**src/rtl/rxq_pkg.sv**
```systemverilog
// Package: shared constants and types for the receive character buffer.
// Assumes a single 16-bit status register with the overrun flag in bit 0.
package rxq_pkg;

    localparam int STAT_W   = 16;
    localparam int FLAG_BIT = 0;

    // Register-side events that drive the overrun flag logic.
    typedef struct packed {
        logic seen_one;   // read strobe while the flag reads 1
        logic wr_zero;    // write strobe with flag bit at 0
    } flag_evt_t;

endpackage

```
**src/rtl/rxq_fifo.sv**
```systemverilog
// Module: rxq_fifo
// Circular character store with first-word fall-through output.
// Assumes: the caller only raises push when there is room or a pop
// happens in the same cycle; a pop on an empty store is ignored here.
module rxq_fifo #(
    parameter int DEPTH = 16,
    parameter int WIDTH = 8,
    localparam int PTR_W = (DEPTH > 1) ? $clog2(DEPTH) : 1,
    localparam int CNT_W = $clog2(DEPTH + 1)
) (
    input  logic             clk,
    input  logic             rst_n,
    input  logic             push,
    input  logic [WIDTH-1:0] din,
    input  logic             pop,
    output logic [WIDTH-1:0] dout,
    output logic [CNT_W-1:0] count,
    output logic             empty,
    output logic             full
);

    localparam logic [CNT_W-1:0] CNT_MAX = CNT_W'(DEPTH);

    logic [WIDTH-1:0] store [DEPTH];
    logic [PTR_W-1:0] wr_ptr, rd_ptr;
    logic [PTR_W-1:0] wr_ptr_nx, rd_ptr_nx;
    logic             pop_ok, push_ok;

    assign empty   = (count == '0);
    assign full    = (count == CNT_MAX);
    assign pop_ok  = pop & ~empty;
    assign push_ok = push & (~full | pop_ok);
    assign dout    = store[rd_ptr];

    // Pointer advance: natural wrap for power-of-two depth, compare otherwise.
    generate
        if ((DEPTH & (DEPTH - 1)) == 0) begin : g_pow2
            assign wr_ptr_nx = wr_ptr + 1'b1;
            assign rd_ptr_nx = rd_ptr + 1'b1;
        end else begin : g_npow2
            assign wr_ptr_nx = (wr_ptr == PTR_W'(DEPTH - 1)) ? '0 : wr_ptr + 1'b1;
            assign rd_ptr_nx = (rd_ptr == PTR_W'(DEPTH - 1)) ? '0 : rd_ptr + 1'b1;
        end
    endgenerate

    // Write a new character into the slot under the write pointer.
    always_ff @(posedge clk) begin
        if (push_ok) store[wr_ptr] <= din;
    end

    // Pointer and occupancy bookkeeping.
    always_ff @(posedge clk) begin
        if (!rst_n) begin
            wr_ptr <= '0;
            rd_ptr <= '0;
            count  <= '0;
        end else begin
            if (push_ok) wr_ptr <= wr_ptr_nx;
            if (pop_ok)  rd_ptr <= rd_ptr_nx;
            case ({push_ok, pop_ok})
                2'b10:   count <= count + 1'b1;
                2'b01:   count <= count - 1'b1;
                default: count <= count;
            endcase
        end
    end

    // occupancy never exceeds the depth.
    a_r2_count_bound: assert property (@(posedge clk) disable iff (!rst_n)
        count <= CNT_MAX);

    // a pop on an empty store with no push leaves it empty.
    a_r10_empty_pop: assert property (@(posedge clk) disable iff (!rst_n)
        (empty && pop && !push) |=> (count == '0));

endmodule

```
**src/rtl/rxq_admit.sv**
```systemverilog
// Module: rxq_admit
// Decides, for each received character strobe, whether it is stored,
// dropped as an overrun, or ignored (disabled or halted).
// Assumes rx_strobe is a single-cycle pulse from the receiver.
module rxq_admit (
    input  logic rx_en,
    input  logic rx_strobe,
    input  logic halted,
    input  logic full,
    input  logic empty,
    input  logic pop,
    output logic push,
    output logic ovr_set
);

    logic live;
    logic room;

    // Classify the strobe against enable, halt and buffer room.
    always_comb begin
        live    = rx_strobe & rx_en & ~halted;
        room    = ~full | (pop & ~empty);
        push    = live & room;
        ovr_set = live & ~room;
    end

endmodule

```
**src/rtl/rxq_regport.sv**
```systemverilog
// Module: rxq_regport
// Status register decode: presents the flag in bit 0 with zeros above,
// and turns read and write strobes into flag events.
// Assumes a single register; write data above bit 0 is meaningless.
module rxq_regport
    import rxq_pkg::*;
(
    input  logic              reg_rd,
    input  logic              reg_wr,
    input  logic [STAT_W-1:0] reg_wdata,
    input  logic              flag,
    output logic [STAT_W-1:0] reg_rdata,
    output flag_evt_t         evt
);

    // Build read data and event strobes.
    always_comb begin
        reg_rdata           = '0;
        reg_rdata[FLAG_BIT] = flag;
        evt.seen_one        = reg_rd & flag;
        evt.wr_zero         = reg_wr & ~reg_wdata[FLAG_BIT];
    end

endmodule

```
**src/rtl/rxq_ovr_flag.sv**
```systemverilog
// Module: rxq_ovr_flag
// Sticky overrun flag with a read-then-write-zero clear handshake.
// An internal arm bit records a read that returned 1; a later write of 0
// clears the flag only while armed. A new set wins over a clear and disarms.
module rxq_ovr_flag
    import rxq_pkg::*;
(
    input  logic      clk,
    input  logic      rst_n,
    input  logic      set,
    input  flag_evt_t evt,
    output logic      flag
);

    logic armed;
    logic clr;

    assign clr = flag & armed & evt.wr_zero;

    // Flag and arm state update.
    always_ff @(posedge clk) begin
        if (!rst_n) begin
            flag  <= 1'b0;
            armed <= 1'b0;
        end else begin
            if (set) begin
                flag  <= 1'b1;
                armed <= 1'b0;
            end else if (clr) begin
                flag  <= 1'b0;
                armed <= 1'b0;
            end else if (evt.seen_one) begin
                armed <= 1'b1;
            end
        end
    end

    // the flag only falls after an armed write of zero.
    a_r7_clear_needs_arm: assert property (@(posedge clk) disable iff (!rst_n)
        $fell(flag) |-> $past(armed && evt.wr_zero));

    // without a prior read, a write of zero keeps the flag up.
    a_r7_unarmed_write_holds: assert property (@(posedge clk) disable iff (!rst_n)
        (flag && !armed && !evt.seen_one) |=> flag);

    // an overrun event raises the flag next cycle.
    a_r3_set_flag: assert property (@(posedge clk) disable iff (!rst_n)
        set |=> flag);

endmodule

```
**src/rtl/rxq_status_top.sv**
```systemverilog
// Module: rxq_status_top
// Receive character buffer with an overrun status register.
// Assumes single-cycle strobes on rx_strobe, pop, reg_rd and reg_wr.
module rxq_status_top
    import rxq_pkg::*;
#(
    parameter int DEPTH = 16,
    parameter int WIDTH = 8,
    localparam int CNT_W = $clog2(DEPTH + 1)
) (
    input  logic              clk,
    input  logic              rst_n,
    input  logic              rx_en,
    input  logic              rx_strobe,
    input  logic [WIDTH-1:0]  rx_char,
    input  logic              pop,
    output logic [WIDTH-1:0]  pop_data,
    output logic              fifo_empty,
    output logic [CNT_W-1:0]  fifo_count,
    output logic              rx_halt,
    input  logic              reg_rd,
    input  logic              reg_wr,
    input  logic [STAT_W-1:0] reg_wdata,
    output logic [STAT_W-1:0] reg_rdata
);

    logic      full;
    logic      push;
    logic      ovr_set;
    logic      flag;
    flag_evt_t evt;

    assign rx_halt = flag;

    rxq_admit u_admit (
        .rx_en     (rx_en),
        .rx_strobe (rx_strobe),
        .halted    (flag),
        .full      (full),
        .empty     (fifo_empty),
        .pop       (pop),
        .push      (push),
        .ovr_set   (ovr_set)
    );

    rxq_fifo #(.DEPTH(DEPTH), .WIDTH(WIDTH)) u_fifo (
        .clk   (clk),
        .rst_n (rst_n),
        .push  (push),
        .din   (rx_char),
        .pop   (pop),
        .dout  (pop_data),
        .count (fifo_count),
        .empty (fifo_empty),
        .full  (full)
    );

    rxq_regport u_reg (
        .reg_rd    (reg_rd),
        .reg_wr    (reg_wr),
        .reg_wdata (reg_wdata),
        .flag      (flag),
        .reg_rdata (reg_rdata),
        .evt       (evt)
    );

    rxq_ovr_flag u_flag (
        .clk   (clk),
        .rst_n (rst_n),
        .set   (ovr_set),
        .evt   (evt),
        .flag  (flag)
    );

    // overrun at full keeps the count and head character.
    a_r3_full_keeps_data: assert property (@(posedge clk) disable iff (!rst_n)
        (full && rx_strobe && rx_en && !flag && !pop) |=>
            (fifo_count == CNT_W'(DEPTH)) && $stable(pop_data));

    // push with pop at full does not overrun.
    a_r4_full_push_pop: assert property (@(posedge clk) disable iff (!rst_n)
        (full && rx_strobe && rx_en && !flag && pop) |=>
            (!rx_halt && fifo_count == CNT_W'(DEPTH)));

    // while halted, the count never rises.
    a_r5_halt_blocks: assert property (@(posedge clk) disable iff (!rst_n)
        (rx_halt && !pop) |=> $stable(fifo_count));

    // with reception disabled, the flag holds its value.
    a_r8_disable_keeps_flag: assert property (@(posedge clk) disable iff (!rst_n)
        (!rx_en && !reg_wr) |=> (rx_halt == $past(rx_halt)));

    // writing one never drops the flag.
    a_r6_write_one: assert property (@(posedge clk) disable iff (!rst_n)
        (rx_halt && reg_wr && reg_wdata[FLAG_BIT]) |=> rx_halt);

    // upper status bits read zero.
    a_r9_upper_zero: assert property (@(posedge clk) disable iff (!rst_n)
        (reg_rdata[STAT_W-1:1] == '0) && (reg_rdata[0] == rx_halt));

endmodule

```
**config.mk**
```make
export PLATFORM = sky130hd
export DESIGN_NAME = rxq_status_top
export DESIGN_NICKNAME = d
export VERILOG_FILES = /design/src/rtl/rxq_pkg.sv /design/src/rtl/rxq_fifo.sv /design/src/rtl/rxq_admit.sv /design/src/rtl/rxq_regport.sv /design/src/rtl/rxq_ovr_flag.sv /design/src/rtl/rxq_status_top.sv
export SDC_FILE = /design/constraint.sdc
export NUM_CORES = 1
export LEC_CHECK = 0
export BUFFER_PORTS_ARGS = -buffer_cell sky130_fd_sc_hd__buf_2
export CAP_MARGIN = 20
export CORE_ASPECT_RATIO = 1.5
export CORE_MARGIN = 5
export CORE_UTILIZATION = 55
export CTS_CLUSTER_DIAMETER = 60
export DETAILED_ROUTE_END_ITERATION = 10
export HOLD_SLACK_MARGIN = 0.03
export PLACE_DENSITY = 0.75
export SYNTH_ARGS = -nofsm -noshare
export SYNTH_HDL_FRONTEND = slang
export SYNTH_SLANG_ARGS = --single-unit
```
**constraint.sdc**
```tcl
create_clock -name clk -period 4.15 [get_ports clk]
set_input_delay 0.2075 -clock clk [delete_from_list [all_inputs] [get_ports clk]]
set_output_delay 0.2075 -clock clk [all_outputs]
set_load 0.02 [all_outputs]
```
==> impl_metrics.xml, run 1 <==
<?xml version="1.0" encoding="UTF-8"?>
<metrics>
  <group name="pwr">
    <metric name="power-per-cell-area" unit="mW/mm²">578</metric>
    <metric name="overall_power_after_layout" unit="mW">3.98</metric>
    <metric name="cellLeakagePower" unit="nW">2.32</metric>
    <metric name="ir_worst_vdd" unit="µV">473</metric>
  </group>
  <group name="grt">
    <metric name="first_pass_grt_wire_length" unit="µm">18300</metric>
    <metric name="initial_antenna_violation_count" unit="">0</metric>
    <metric name="global_route.overflow_total" unit="">0</metric>
    <metric name="grt.total_usage" unit="%">19.3</metric>
    <metric name="number_of_global_route_vias_before_repair" unit="">3306</metric>
    <metric name="grt_max_degree" unit="">33</metric>
  </group>
  <group name="logic_synthesis">
    <metric name="synthFlopType" unit="">edfxtp_1</metric>
    <metric name="synth_enable_flop_cells" unit="">128</metric>
    <metric name="synth_area_per_cell" unit="µm²">17.3</metric>
    <metric name="ys.warnings.count" unit="">0</metric>
    <metric name="syn-cell-area" unit="mm²">0.00607</metric>
    <metric name="synthMostInstantiatedCell" unit="">edfxtp_1</metric>
    <metric name="synth_commonest_cells" unit="">128 x edfxtp_1, 32 x mux4_2, 19 x dfxtp_1, 19 x nand2_1, 18 x nor2_1</metric>
    <metric name="ys_async_sr_fraction" unit="%">0</metric>
    <metric name="cell_taking_the_most_area_after_synthesis" unit="">edfxtp_1</metric>
    <metric name="netlist_instances" unit="">352</metric>
    <metric name="ys_seq_elements" unit="">147</metric>
    <metric name="synth_top_area_share" unit="%">63.3</metric>
    <metric name="synth_area_leaders" unit="">edfxtp_1 63%, mux4_2 12%, dfxtp_1 6.3%</metric>
    <metric name="synth.distinct_cells" unit="">43</metric>
    <metric name="synth.yosys.seq_area_share" unit="%">69.6</metric>
  </group>
  <group name="floorplanning">
    <metric name="die_width" unit="µm">95.8</metric>
    <metric name="coreArea" unit="mm²">0.0109</metric>
    <metric name="io_pins" unit="">62</metric>
    <metric name="core.rowCount" unit="">47</metric>
    <metric name="floorplan.die_area" unit="mm²">0.0133</metric>
    <metric name="fp.dieH" unit="µm">139</metric>
    <metric name="initial_core_util" unit="%">55.5</metric>
  </group>
  <group name="setup_path">
    <metric name="critical_path.n_buffers_inverters" unit="">1</metric>
    <metric name="path_common_cell" unit="">ha_1</metric>
    <metric name="cp.arrival" unit="ns">3.93</metric>
    <metric name="path_cells" unit="">or4_1 &gt; o21a_1 &gt; inv_1 &gt; ha_1 &gt; xor2_1 &gt; ha_1 &gt; a21o_1 &gt; o311ai_1 &gt; nor3_1 &gt; or4b_1</metric>
    <metric name="max_stage_delay" unit="ns">0.71</metric>
    <metric name="critical_path.endpoint_type" unit="">flip-flop</metric>
    <metric name="timing.critical_path.fanout_max" unit="">10</metric>
    <metric name="cp.required" unit="ns">4.43</metric>
    <metric name="worst_path_max_delay_cell" unit="">or4_1</metric>
    <metric name="cp_top_family" unit="">simple AND/OR/NAND/NOR gates</metric>
    <metric name="critical_path_startpoint_category" unit="">flip-flop</metric>
    <metric name="critPathKind" unit="">flip-flop to flip-flop</metric>
  </group>
  <group name="sta">
    <metric name="rsz0062_at_grt" unit="">false</metric>
    <metric name="setup_violations" unit="">0</metric>
    <metric name="fin_tns_setup" unit="ns">0</metric>
    <metric name="final.period_utilization" unit="%">87.9</metric>
    <metric name="report.final.slew_viol_count" unit="">0</metric>
    <metric name="timing_worst_slew_pin_value" unit="ns">0.957</metric>
    <metric name="maxClockFrequency" unit="MHz">274</metric>
    <metric name="timing.final.hold_violations" unit="">0</metric>
    <metric name="final_period_minus_worst_setup_slack" unit="ns">3.65</metric>
    <metric name="max_slew_margin" unit="%">35.9</metric>
    <metric name="finalClockSkew" unit="ns">0.00841</metric>
  </group>
  <group name="layout">
    <metric name="proportion_of_layout_cells_with_a_drive_suffix_above_1" unit="%">25.8</metric>
    <metric name="final.fill_count" unit="">800</metric>
    <metric name="register_area" unit="mm²">0.00423</metric>
    <metric name="layout-area-overhead-vs-synth" unit="%">13.3</metric>
    <metric name="final_net_count" unit="">427</metric>
    <metric name="multi_input_area" unit="mm²">0.00168</metric>
    <metric name="number_of_diodes_added_for_antenna_fixing" unit="">0</metric>
    <metric name="fin_cells" unit="">546</metric>
  </group>
  <group name="drt">
    <metric name="routedWlPerCell" unit="µm">21.1</metric>
    <metric name="detailroute.via_count" unit="">3141</metric>
    <metric name="remaining_drc_errors" unit="">0</metric>
    <metric name="vias_per_cell" unit="">5.75</metric>
    <metric name="drt_iter0_drc" unit="">174</metric>
    <metric name="route.antenna.remaining_nets" unit="">0</metric>
    <metric name="drt-total-wl" unit="µm">11500</metric>
    <metric name="detailedRoute.firstPassIterationCount" unit="">8</metric>
  </group>
  <group name="clock_network">
    <metric name="maximum_level_of_the_cts_h_tree" unit="">4</metric>
    <metric name="cts_made_buffers" unit="">17</metric>
    <metric name="numClockSinks" unit="">147</metric>
    <metric name="clock_insertion_delay_at_the_later_pin_of_the_skew_report" unit="ns">0.41</metric>
    <metric name="clockRootBuffer" unit="">clkbuf_16</metric>
    <metric name="holdBufCountCts" unit="">0</metric>
    <metric name="cts_setup_buffers" unit="">0</metric>
    <metric name="clk_pin_slew" unit="ns">0.06</metric>
    <metric name="tritoncts" unit="">built</metric>
    <metric name="clk_path_buf_depth" unit="">2</metric>
    <metric name="cts.repair.resized" unit="">0</metric>
  </group>
  <group name="placement">
    <metric name="cell_count_after_placement" unit="">514</metric>
    <metric name="port_buffers" unit="">31</metric>
    <metric name="routability_congestion" unit="">0.724</metric>
    <metric name="hpwlAfterDp" unit="µm">7350</metric>
  </group>
  <group name="hold_path">
    <metric name="worst_hold_path_type" unit="">input port to flip-flop</metric>
  </group>
  <group name="run_status">
    <metric name="run_status" unit="">complete, no violations</metric>
  </group>
  <group name="flow_run">
    <metric name="drv_cap" unit="">0</metric>
  </group>
</metrics>
==> registers in the layout, summed over array words and instances, names as in the netlist, named ones only <==
register,flops
u_flag.flag,1
u_fifo.rd_ptr,4
u_fifo.store,128
u_fifo.wr_ptr,4
u_flag.armed,1
u_fifo.count,5
==> worst min-delay path, delay by kind of cell <==
| family | cells | cell delay, ns |
|---|---|---|
| AND/OR/NAND/NOR | 2 | 0.14 |
| buffers and inverters | 1 | 0.09 |
| AO/OA/AOI/OAI | 1 | 0.08 |
==> where the power goes <==
| group | switching, mW | internal, mW | leakage, nW |
|---|---|---|---|
| Clock | 0.580 | 0.876 | 0.268 |
| Sequential | 0.0871 | 1.66 | 1.31 |
| Combinational | 0.419 | 0.360 | 0.746 |
| Total | 1.09 | 2.89 | 2.32 |
==> kinds of logic after synthesis <==
group                    after synthesis  share of synthesized area, %
AO/OA/AOI/OAI                         32                          4.24
adder cells (fa/ha/maj)                9                          1.85
multiplexers                          36                          12.5
buffers and inverters                 39                          3.73
flip-flops                           147                          69.6
XOR/XNOR                               7                          1.01
AND/OR/NAND/NOR                       81                          7.03
other                                  1                        0.0617
==> final timing paths <==
check / cells past startpoint / to / start / slack [ns]
setup reg to reg: 10 / u_fifo.count[4]$_SDFFE_PN0P_ / u_fifo.count[1]$_SDFFE_PN0P_ / 0.50
hold / removal: 4 / u_flag.flag$_SDFFE_PN0P_ / reg_wr / 0.16
setup / recovery: 10 / u_fifo.count[4]$_SDFFE_PN0P_ / u_fifo.count[1]$_SDFFE_PN0P_ / 0.50
hold reg to reg: 2 / u_flag.flag$_SDFFE_PN0P_ / u_flag.flag$_SDFFE_PN0P_ / 0.55
==> per-layer routing <==
metal | track usage (%) | routed length, µm
met1 | 23.2 | 4360
met2 | 33.0 | 6410
met3 | 5.16 | 571
met4 | 6.67 | 173
met5 | 0 | 0
==> cell usage in the layout, fill, tap and decap left out, types with 5 or more instances in the layout <==
master     Yosys  final
nand2_1       19     19
a22oi_1       16     16
nor3_1         6      6
buf_2          4     31
ha_1           9      9
dfxtp_1       19     17
xnor2_1        6      6
nand2b_1       6      6
nor2b_1        5      5
clkbuf_16      0     17
edfxtp_1     128    128
buf_4         16      5
nor2_1        18     18
mux4_2        32     32
conb_1         1     15
nand3_1        5      5
and2_1         7      7
==> final cells by class <==
cell class	count	area share, %
flip-flops and latches	147	61.4
inverters	4	0.218
clock inverters	14	2.04
clock buffers	17	6.18
multi-input cells	180	24.4
well taps	147	2.67
repair buffers	37	3.09
==> through the flow <==
step                cell area [µm²]  hold slack (ns)  utilization (%)  worst slack, ns
floorplan                      6130            0.306                -            0.819
finish                         6880            0.156             62.9            0.502
detailed placement             6290            0.527             57.5            0.519
global placement               6290            0.512             57.5            0.627
CTS                            6860            0.146             62.7            0.503
global route                   6880            0.170             62.9            0.218
No activity file was read; power rests on OpenSTA's default activity.
==> run 2: changes to the inputs <==
- MAX_ROUTING_LAYER: default -> met4
==> run 2 against run 1 <==
Net effect: sequential power barely moved; final area did not move; combinational power barely moved; count of clock-buffer cells in the layout did not move; power barely moved; cell count did not move; critical path depth did not move; largest power group unchanged.
==> impl_metrics.xml, run 2 (synthesis gave the netlist of run 1 again) <==
<?xml version="1.0" encoding="UTF-8"?>
<metrics>
  <group name="hold_path">
    <metric name="worst_hold_path_type" unit="">input port to flip-flop</metric>
    <metric name="worstHoldStart" unit="">reg_wr</metric>
    <metric name="whs_path_depth" unit="">4</metric>
    <metric name="hold_end" unit="">u_flag.flag$_SDFFE_PN0P_</metric>
  </group>
  <group name="sta">
    <metric name="setup_violations" unit="">0</metric>
    <metric name="worst_hold_slack" unit="ns">0.157</metric>
    <metric name="final.period_utilization" unit="%">87.8</metric>
    <metric name="max_slew_margin" unit="%">37.3</metric>
    <metric name="maxClockFrequency" unit="MHz">275</metric>
    <metric name="fin_ws" unit="ns">0.508</metric>
    <metric name="fin_tns_setup" unit="ns">0</metric>
    <metric name="rsz0062_at_grt" unit="">false</metric>
    <metric name="final_period_minus_worst_setup_slack" unit="ns">3.64</metric>
    <metric name="timing_worst_slew_pin_value" unit="ns">0.937</metric>
    <metric name="finalClockSkew" unit="ns">0.00908</metric>
    <metric name="timing.final.hold_violations" unit="">0</metric>
    <metric name="report.final.slew_viol_count" unit="">0</metric>
  </group>
  <group name="pwr">
    <metric name="cellLeakagePower" unit="nW">2.32</metric>
    <metric name="overall_power_after_layout" unit="mW">3.98</metric>
    <metric name="power-per-cell-area" unit="mW/mm²">578</metric>
    <metric name="ir_worst_vdd" unit="µV">471</metric>
  </group>
  <group name="drt">
    <metric name="vias_per_cell" unit="">5.74</metric>
    <metric name="detailedRoute.firstPassIterationCount" unit="">5</metric>
    <metric name="drt_iter0_drc" unit="">171</metric>
    <metric name="route.antenna.remaining_nets" unit="">0</metric>
    <metric name="remaining_drc_errors" unit="">0</metric>
    <metric name="drt-total-wl" unit="µm">11400</metric>
    <metric name="detailroute.via_count" unit="">3133</metric>
    <metric name="routedWlPerCell" unit="µm">21.0</metric>
  </group>
  <group name="setup_path">
    <metric name="reg2reg_slack" unit="ns">0.51</metric>
    <metric name="timing.critical_path.fanout_max" unit="">10</metric>
    <metric name="critical_path.n_buffers_inverters" unit="">1</metric>
    <metric name="cp_top_family" unit="">simple AND/OR/NAND/NOR gates</metric>
    <metric name="cp.arrival" unit="ns">3.93</metric>
    <metric name="worst_r2r_path_depth" unit="">10</metric>
    <metric name="critical_path_startpoint_category" unit="">flip-flop</metric>
    <metric name="path_cells" unit="">or4_1 &gt; o21a_1 &gt; inv_1 &gt; ha_1 &gt; xor2_1 &gt; ha_1 &gt; a21o_1 &gt; o311ai_1 &gt; nor3_1 &gt; or4b_1</metric>
    <metric name="worst_path_max_delay_cell" unit="">or4_1</metric>
    <metric name="max_stage_delay" unit="ns">0.71</metric>
    <metric name="critPathKind" unit="">flip-flop to flip-flop</metric>
    <metric name="critical_path.endpoint_type" unit="">flip-flop</metric>
    <metric name="cp.required" unit="ns">4.43</metric>
    <metric name="critical_path.reg2reg.startpoint" unit="">u_fifo.count[1]$_SDFFE_PN0P_</metric>
    <metric name="critical_path.reg2reg.endpoint" unit="">u_fifo.count[4]$_SDFFE_PN0P_</metric>
    <metric name="path_common_cell" unit="">ha_1</metric>
  </group>
  <group name="placement">
    <metric name="port_buffers" unit="">31</metric>
    <metric name="routability_congestion" unit="">0.732</metric>
    <metric name="hpwlAfterDp" unit="µm">7350</metric>
    <metric name="cell_count_after_placement" unit="">514</metric>
    <metric name="detailedPlace.worstSlack" unit="ns">0.519</metric>
    <metric name="detailed_place.area" unit="mm²">0.00629</metric>
  </group>
  <group name="layout">
    <metric name="register_area" unit="mm²">0.00423</metric>
    <metric name="final_net_count" unit="">427</metric>
    <metric name="largestRegisters" unit="">u_fifo.store: 128 flops, u_fifo.count: 5 flops</metric>
    <metric name="most_common_cell_after_layout_fill_and_taps_aside" unit="">edfxtp_1</metric>
    <metric name="layout-area-overhead-vs-synth" unit="%">13.3</metric>
    <metric name="largest_register_ff_count" unit="">128</metric>
    <metric name="multi_input_area" unit="mm²">0.00168</metric>
    <metric name="number_of_diodes_added_for_antenna_fixing" unit="">0</metric>
    <metric name="final_instance_area" unit="mm²">0.00688</metric>
    <metric name="top_register" unit="">u_fifo.store</metric>
    <metric name="fin_cells" unit="">546</metric>
    <metric name="finish.utilization" unit="%">62.9</metric>
    <metric name="final.fill_count" unit="">800</metric>
    <metric name="proportion_of_layout_cells_with_a_drive_suffix_above_1" unit="%">25.8</metric>
    <metric name="top_library_cells_by_usage_in_the_layout_fill_and_taps_aside" unit="">128 x edfxtp_1, 32 x mux4_2, 31 x buf_2</metric>
  </group>
  <group name="floorplanning">
    <metric name="die_width" unit="µm">95.8</metric>
    <metric name="fp.dieH" unit="µm">139</metric>
    <metric name="floorplan.die_area" unit="mm²">0.0133</metric>
    <metric name="coreArea" unit="mm²">0.0109</metric>
    <metric name="initial_core_util" unit="%">55.5</metric>
    <metric name="io_pins" unit="">62</metric>
    <metric name="core.rowCount" unit="">47</metric>
  </group>
  <group name="flow_run">
    <metric name="drv_cap" unit="">0</metric>
  </group>
  <group name="clock_network">
    <metric name="cts.repair.resized" unit="">0</metric>
    <metric name="clock_insertion_delay_at_the_later_pin_of_the_skew_report" unit="ns">0.41</metric>
    <metric name="clk_pin_slew" unit="ns">0.06</metric>
    <metric name="clockRootBuffer" unit="">clkbuf_16</metric>
    <metric name="cts_setup_buffers" unit="">0</metric>
    <metric name="maximum_level_of_the_cts_h_tree" unit="">4</metric>
    <metric name="numClockSinks" unit="">147</metric>
    <metric name="clk_path_buf_depth" unit="">2</metric>
    <metric name="tritoncts" unit="">built</metric>
    <metric name="holdBufCountCts" unit="">0</metric>
    <metric name="cts_made_buffers" unit="">17</metric>
  </group>
  <group name="grt">
    <metric name="global_route.overflow_total" unit="">0</metric>
    <metric name="grt_max_degree" unit="">33</metric>
    <metric name="initial_antenna_violation_count" unit="">0</metric>
    <metric name="first_pass_grt_wire_length" unit="µm">18300</metric>
    <metric name="grt.total_usage" unit="%">19.8</metric>
    <metric name="number_of_global_route_vias_before_repair" unit="">3289</metric>
  </group>
  <group name="run_status">
    <metric name="run_status" unit="">complete, no violations</metric>
  </group>
</metrics>
-- run 2: per-layer routing --
metal / GRT usage, % / vias to the layer above / routed length, µm
li1: - / 1417 / -
met1: 23.2 / 1584 / 4310
met2: 33.1 / 118 / 6410
met3: 4.13 / 14 / 534
met4: 7.80 / 0 / 193
met5: - / - / 0
-- run 2: area by class of cell --
cell class | count | share of cell area, %
clock inverters | 14 | 2.04
inverters | 4 | 0.218
multi-input cells | 180 | 24.4
well taps | 147 | 2.67
clock buffers | 17 | 6.18
repair buffers | 37 | 3.09
flip-flops and latches | 147 | 61.4
-- run 2: worst reg2reg max path: stages, from the launching register on --
cell	delay [ns]
dfxtp_1	0.38
or4_1	0.71
o21a_1	0.35
inv_1	0.12
ha_1	0.36
xor2_1	0.12
ha_1	0.21
a21o_1	0.18
o311ai_1	0.45
nor3_1	0.11
or4b_1	0.52
-- run 2: how the worst max path moves through the flow --
stage,start,endpoint,slack [ns],cells after the start
CTS,u_fifo.count[1]$_SDFFE_PN0P_,u_fifo.count[4]$_SDFFE_PN0P_,0.50,10
floorplan,u_fifo.count[0]$_SDFFE_PN0P_,u_fifo.count[4]$_SDFFE_PN0P_,0.82,13
detailed placement,u_fifo.count[1]$_SDFFE_PN0P_,u_fifo.count[4]$_SDFFE_PN0P_,0.52,10
global route,u_fifo.count[1]$_SDFFE_PN0P_,u_fifo.count[4]$_SDFFE_PN0P_,0.22,10
finish,u_fifo.count[1]$_SDFFE_PN0P_,u_fifo.count[4]$_SDFFE_PN0P_,0.51,10
global placement,u_fifo.count[1]$_SDFFE_PN0P_,u_fifo.count[4]$_SDFFE_PN0P_,0.63,10
-- run 2: report_power, final --
group | total [mW] | leakage [nW] | switching, mW | internal, mW
sequential | 1.74 | 1.31 | 0.0875 | 1.66
combinational | 0.778 | 0.746 | 0.418 | 0.360
clock | 1.45 | 0.268 | 0.577 | 0.877
